## src/rtl/dmem_router.sv

```systemverilog
module dmem_router #(
  parameter int AW       = 8,
  parameter int DW       = 8,
  parameter int BIT_BASE = 'h20
) (
  input  logic          clk,
  input  logic          rst_n,
  input  logic          acc_valid,
  input  logic          acc_we,
  input  logic          acc_ind,
  input  logic [AW-1:0] acc_addr,
  input  logic [DW-1:0] acc_wdata,
  output logic          rd_valid,
  output logic [DW-1:0] rd_data,
  output logic          en_lo,
  output logic          en_hi,
  output logic          en_sfr,
  output logic [AW-1:0] sfr_addr,
  output logic          sfr_rd,
  output logic          sfr_wr,
  output logic [DW-1:0] sfr_wdata,
  input  logic [DW-1:0] sfr_rdata,
  input  logic          sfr_ack,
  input  logic [AW-1:0] bit_addr,
  output logic [AW-1:0] bit_byte,
  output logic [2:0]    bit_pos,
  output logic          bit_in_sfr
);
  localparam int DEPTH = 1 << AW;

  logic [DW-1:0] mem [DEPTH];
  logic          upper;
  logic          ram_sel;

  assign upper     = acc_addr[AW-1];
  assign en_lo     = acc_valid & ~upper;
  assign en_hi     = acc_valid & upper & acc_ind;
  assign en_sfr    = acc_valid & upper & ~acc_ind;
  assign ram_sel   = en_lo | en_hi;

  assign sfr_addr  = acc_addr;
  assign sfr_wdata = acc_wdata;
  assign sfr_rd    = en_sfr & ~acc_we;
  assign sfr_wr    = en_sfr & acc_we;

  always_ff @(posedge clk)
    if (ram_sel && acc_we) mem[acc_addr] <= acc_wdata;

  always_ff @(posedge clk) begin
    if (!rst_n) begin
      rd_valid <= 1'b0;
      rd_data  <= '0;
    end else begin
      rd_valid <= acc_valid & ~acc_we;
      if (acc_valid && !acc_we)
        rd_data <= en_sfr ? (sfr_ack ? sfr_rdata : '0) : mem[acc_addr];
    end
  end

  assign bit_in_sfr = bit_addr[AW-1];
  assign bit_pos    = bit_addr[2:0];
  assign bit_byte   = bit_in_sfr ? {bit_addr[AW-1:3], 3'b000}
                                 : AW'(BIT_BASE) + AW'(bit_addr[AW-2:3]);
endmodule

```

## config.mk

```make
export PLATFORM = sky130hd
export DESIGN_NAME = dmem_router
export DESIGN_NICKNAME = d
export VERILOG_FILES = /design/src/rtl/dmem_router.sv
export SDC_FILE = /design/constraint.sdc
export NUM_CORES = 2
export LEC_CHECK = 0
export BUFFER_PORTS_ARGS = -buffer_cell sky130_fd_sc_hd__buf_2
export CAP_MARGIN = 5
export CORE_MARGIN = 10
export CORE_UTILIZATION = 50
export CTS_CLUSTER_DIAMETER = 50
export DETAILED_ROUTE_END_ITERATION = 8
export GPL_TIMING_DRIVEN = 0
export PLACE_DENSITY = 0.68
export SETUP_SLACK_MARGIN = 0.1
export SKIP_LAST_GASP = 1
export SLEW_MARGIN = 20
export SYNTH_ARGS = -nofsm -noshare
export SYNTH_HDL_FRONTEND = slang
export SYNTH_SLANG_ARGS = --single-unit
export TNS_END_PERCENT = 5
```

## constraint.sdc

```tcl
create_clock -name clk -period 6.58 [get_ports clk]
set_clock_uncertainty 0.1 [all_clocks]
set_input_delay 0.987 -clock clk [delete_from_list [all_inputs] [get_ports clk]]
set_output_delay 0.987 -clock clk [all_outputs]
set_load 0.05 [all_outputs]
```

# Word-level counts from Yosys, hierarchy flattened
# Memory sizes are Yosys's and may differ from the RTL's.
# Index checks and enable logic that the tools add are counted.
classes:
  addsub: 1
  n_mux: 5
  bitwise: 11
  reduce_logical: 3
op_table:
  columns: ["operator", "count"]
  rows:
  - ["8-bit two-way mux", 3]
  - ["6-bit by 4-bit adder with 7-bit output, first input constant", 1]
  - ["1-bit AND", 7]
  - ["1-bit NOT", 3]
  - ["1-bit logical AND", 2]
  - ["1-bit two-way mux", 2]
  - ["1-bit logical NOT", 1]
  - ["1-bit bitwise OR", 1]
word_totals:
  reg_bits: 9
  mem_bits_rw: 2048
  input_bits: 38
  out_inout_bits: 42
  elab_cells: 23
  memories: 1
memory_table:
  columns: ["memory", "depth", "width", "read_ports", "rd_clocked_by_memory_dff", "wr", "line_no", "rtl"]
  rows:
  - ["mem", 256, 8, 1, 0, 1, "31", "logic [DW-1:0] mem [DEPTH];"]

# Logic depth before layout (Yosys ltp)
depth:
  word_depth: 6
  mapped_depth: 12
  ltp_nobuf: 7

# Least setup slack after synthesis
# No wires, ideal clock.
synth_path:
  kind: "input to register"
  start: "input acc_addr[7]"
  end: "memory mem[23][0], enable pin"
  setup_time_ns: 0.370
  t_arrival_ns: 2.980
  setup_slack_ns: 3.130
  cell_stages: 7
  path_cell_list: "clkbuf_1 nor2b_1 nand2_1 nor2_1 nand2_1 clkbuf_1 nor2_1"
synth_between:
  elab_chain_cells: 6
  elab_cells_between_ends: 8
  classes_between: "2 x mux; 5 x bitwise; 1 x reduce/logical"
synth_rtl:
  columns: ["item", "line_no", "rtl"]
  rows:
  - ["start, declared", "11", "input logic [AW-1:0] acc_addr,"]
  - ["1-bit NOT", "36", "assign en_lo = acc_valid & ~upper;"]
  - ["1-bit AND", "36", null]
  - ["named net en_lo", "15", "output logic en_lo,"]
  - ["1-bit bitwise OR", "39", "assign ram_sel = en_lo | en_hi;"]
  - ["1-bit logical AND", "47", "if (ram_sel && acc_we) mem[acc_addr] <= acc_wdata;"]
  - ["1-bit two-way mux", "47", null]
  - ["1-bit two-way mux (implied by the code)", "47", null]
  - ["end, declared", "31", null]
# The timed path passes the listed nets, and every way through them passes these cells.

# Worst setup path in the final report
layout_path:
  start: "input acc_addr[3]"
  end: "memory mem[157][2], enable pin"
# No word-level cell before the write port.

==> flow_summary.yaml <==
clocking:
  clk_transition_reported_paths_ns: 0.06
  clock_buffer_depth: 3
  root_buffer: "sky130_fd_sc_hd__clkbuf_16"
  clock_tree_from_tritoncts: "yes"
  clock_tree.htree_level_count: 4
  postCtsResizedCells: 0
  worstSkewPairLatency_ns: 0.86
  cts_setup_buffers: 0
  holdBufCountCts: 0
  tritoncts.num_buffers: 203
  cts_sinks: 2057
floorplanning:
  row_count: 146
  initial_core_util_pct: 50.25
  die_w_um: 418.9
  io-pin-count: 80
  dieHeight_um: 418.9
  die_area_um2: 175500
  core-area_um2: 158400
finish:
  register_area_um2: 61680
  fin_area_um2: 89760
  final_layout_size_suffix_gt1_share_pct: 22.60
  syn_to_final_growth_pct: 12.79
  fin_nets: 4216
  filler_cell_count: 11550
  multi_input_comb_area_um2: 16630
setup_path:
  critical_path.most_common_cell: "sky130_fd_sc_hd__clkbuf_1"
  worst-path-max-fanout: 10
  critical_path_arrival_ns: 5.76
  reg2regPathDepth: 7
  timing.critical_path.cells: "buf_2 -> buf_2 -> and2_1 -> clkbuf_1 -> clkbuf_1 -> nand2_1 -> clkbuf_1 -> nor2_1"
  critical_path_required_ns: 6.94
  critPathKind: "in -> reg"
  cp_slowest_cell: "sky130_fd_sc_hd__nor2_1"
  timing.critical_path.max_delay_family: "buffers and inverters"
  path_buf_inv: 5
  slowest_delay_ns: 0.88
  startpoint_type: "input pin"
  number_of_cells_on_the_critical_path: 8
  critPathCaptureType: "flop"
flow_run:
  max_cap_viol_count: 0
status:
  outcome: "finished, final reports clean"
global_route:
  globalRoute.totalOverflow: 0
  grt_antenna_before_repair: 4
  grt_start_max_net_pins: 128
  first_pass_grt_wire_length_um: 311200
  global_route.usage.total_pct: 25.14
  first_global_vias: 41024
place:
  place_hpwl_um: 147900
  placed_cell_area_um2: 83210
  gp_congestion: 0.9614
  place.port_buffers: 70
timing:
  slew_viol_final: 0
  clock.fmax_ghz: 0.1853
  min_period_over_period_pct: 82.02
  slew_headroom_pct: 5.703
  fin_setup_tns_ns: 0
  min_period_ns: 5.397
  timing_worst_slew_pin_value_ns: 1.414
  setup-violations-final: 0
  final-hold-violation-count: 0
  setup_repair_after_global_routing_missed_its_margin: "false"
detailed_routing:
  detail-route-antenna-nets: 0
  drt_drc_violations_left: 0
  routedWlPerCell_um: 34.59
  vias: 41944
  detailedRoute.firstIterationViolations: 6530
  routed_wirelength_um: 222100
  via_per_inst: 6.534
  dr_pass1_iterations: 6
synthesis:
  synth_sequential_area_ratio_pct: 77.51
  netlist_instances: 3874
  synthesis.nets: 3912
  yosysTopAreaCellShare_pct: 77.28
  synth_area_leaders: "sky130_fd_sc_hd__edfxtp_1 (77%), sky130_fd_sc_hd__mux4_2 (11%), sky130_fd_sc_hd__mux2i_1 (2.4%)"
  yosys_warn_count: 0
  async_reset_ff_share_pct: 0
  syn_area_um2: 79580
  postSynthAreaPerCell_um2: 20.54
  synth-seq-cells: 2057
  ys_flop_type: "sky130_fd_sc_hd__edfxtp_1"
  post_synth_cell_types: 43
  synth_enable_flop_cells: 2048
  synth_largest_area_cell: "sky130_fd_sc_hd__edfxtp_1"
power_and_ir_drop:
  power.leakage_uw: 0.02807
  powerDensity_nw_per_um2: 304.4
  worst_ir_drop_vdd_mv: 0.2537
worst_hold_path:
  holdPathStages: 1
  holdCritPathClass: "in -> reg"
[per-stage QoR]
stage | util (%) | hold slack, ns | cells | worst slack, ns | power, uW
after floorplan | - | 0.6926 | 3874 | 3.130 | 15420
after global placement | 52.10 | 0.4941 | 6016 | -0.1239 | 16160
after detailed placement | 52.54 | 0.4947 | 6042 | 0.6029 | 16170
after CTS | 56.65 | 0.2857 | 6415 | 1.484 | 27350
after global routing | 56.67 | 0.3157 | 6419 | 1.363 | 27950
final | 56.67 | 0.3277 | 6419 | 1.183 | 27320
[cells in the final DEF, fill, tap and decap left out, types with 12 or more instances in the layout]
cell type / netlist / final
sky130_fd_sc_hd__clkbuf_1: 105 / 141
sky130_fd_sc_hd__a21oi_1: 84 / 84
sky130_fd_sc_hd__bufinv_16: 0 / 17
sky130_fd_sc_hd__buf_4: 48 / 56
sky130_fd_sc_hd__buf_6: 10 / 12
sky130_fd_sc_hd__nand2_1: 73 / 73
sky130_fd_sc_hd__a211oi_1: 16 / 16
sky130_fd_sc_hd__o22ai_1: 76 / 76
sky130_fd_sc_hd__a31oi_1: 26 / 26
sky130_fd_sc_hd__clkbuf_16: 0 / 203
sky130_fd_sc_hd__a22oi_1: 150 / 150
sky130_fd_sc_hd__mux2i_1: 192 / 192
sky130_fd_sc_hd__a221oi_1: 38 / 38
sky130_fd_sc_hd__mux2_2: 38 / 38
sky130_fd_sc_hd__nor2_1: 280 / 280
sky130_fd_sc_hd__edfxtp_1: 2048 / 2048
sky130_fd_sc_hd__o21ai_0: 41 / 41
sky130_fd_sc_hd__nor4_1: 33 / 24
sky130_fd_sc_hd__mux4_2: 405 / 405
sky130_fd_sc_hd__buf_1: 22 / 18
sky130_fd_sc_hd__buf_16: 0 / 16
sky130_fd_sc_hd__clkinv_1: 0 / 51
sky130_fd_sc_hd__buf_2: 74 / 140
sky130_fd_sc_hd__clkinv_2: 0 / 25
sky130_fd_sc_hd__nor2b_1: 22 / 22
[routing by layer]
metal  track usage (%)  part of all wire (%)  up-vias
met4             11.53                   5.3        6
li1                  -                     -    16713
met5                 0                 0.021        -
met2             37.20                    45     2880
met3             7.609                    12      525
met1             34.44                    38    21820
[kinds of logic after synthesis]
logic type	after synthesis	synth area share (%)
AOI/OAI and AO/OA	461	3.902
and+or+nand+nor	459	2.498
muxes	635	14.41
DFF	2057	77.51
buffers and inverters	262	1.678
[cells in the mapped netlist, types with 6 or more instances]
library cell,number
sky130_fd_sc_hd__buf_2,74
sky130_fd_sc_hd__nand2_1,73
sky130_fd_sc_hd__o22ai_1,76
sky130_fd_sc_hd__clkbuf_1,105
sky130_fd_sc_hd__and2_1,11
sky130_fd_sc_hd__a22oi_1,150
sky130_fd_sc_hd__o221ai_1,8
sky130_fd_sc_hd__dfxtp_1,9
sky130_fd_sc_hd__nand3_1,8
sky130_fd_sc_hd__buf_6,10
sky130_fd_sc_hd__mux2i_1,192
sky130_fd_sc_hd__buf_4,48
sky130_fd_sc_hd__buf_1,22
sky130_fd_sc_hd__nor4_1,33
sky130_fd_sc_hd__edfxtp_1,2048
sky130_fd_sc_hd__nor2_1,280
sky130_fd_sc_hd__mux2_2,38
sky130_fd_sc_hd__a22o_1,9
sky130_fd_sc_hd__nor3_1,6
sky130_fd_sc_hd__o22a_1,8
sky130_fd_sc_hd__a221oi_1,38
sky130_fd_sc_hd__a31oi_1,26
sky130_fd_sc_hd__a21oi_1,84
sky130_fd_sc_hd__o21ai_0,41
sky130_fd_sc_hd__nand2b_1,8
sky130_fd_sc_hd__a211oi_1,16
sky130_fd_sc_hd__nor2b_1,22
sky130_fd_sc_hd__mux4_2,405
[worst paths after layout]
kind / endpoint / from / slack [ns]
setup / recovery: mem[157][2] / acc_addr[3] / 1.18
hold / removal: mem[255][5] / acc_wdata[5] / 0.33
hold reg to reg: rd_data[0] / rd_data[0] / 0.50
setup reg to reg: rd_data[1] / mem[142][1] / 3.12
[report_power, final]
group          internal (uW)  leakage (uW)  switching, uW
clock                   6380       0.00314           5020
sequential             14400        0.0185           5.04
combinational            461       0.00645           1040
total                  21300        0.0281           6060
[area by class of cell]
cell class | count | area share [%]
diodes | 1 | 0.002788
plain buffers | 260 | 1.499
clock buffers | 249 | 5.852
clock inverters | 124 | 1.400
inverters | 2 | 0.008364
multi-input cells | 1555 | 18.53
flip-flops and latches | 2057 | 68.72
well taps | 2072 | 2.888
repair buffers | 99 | 1.101
[flip-flops by register name, summed over array words and instances (netlist names)]
register  flops
rd_valid      1
mem        2048
rd_data       8
Power figures use the tool's default switching activity.
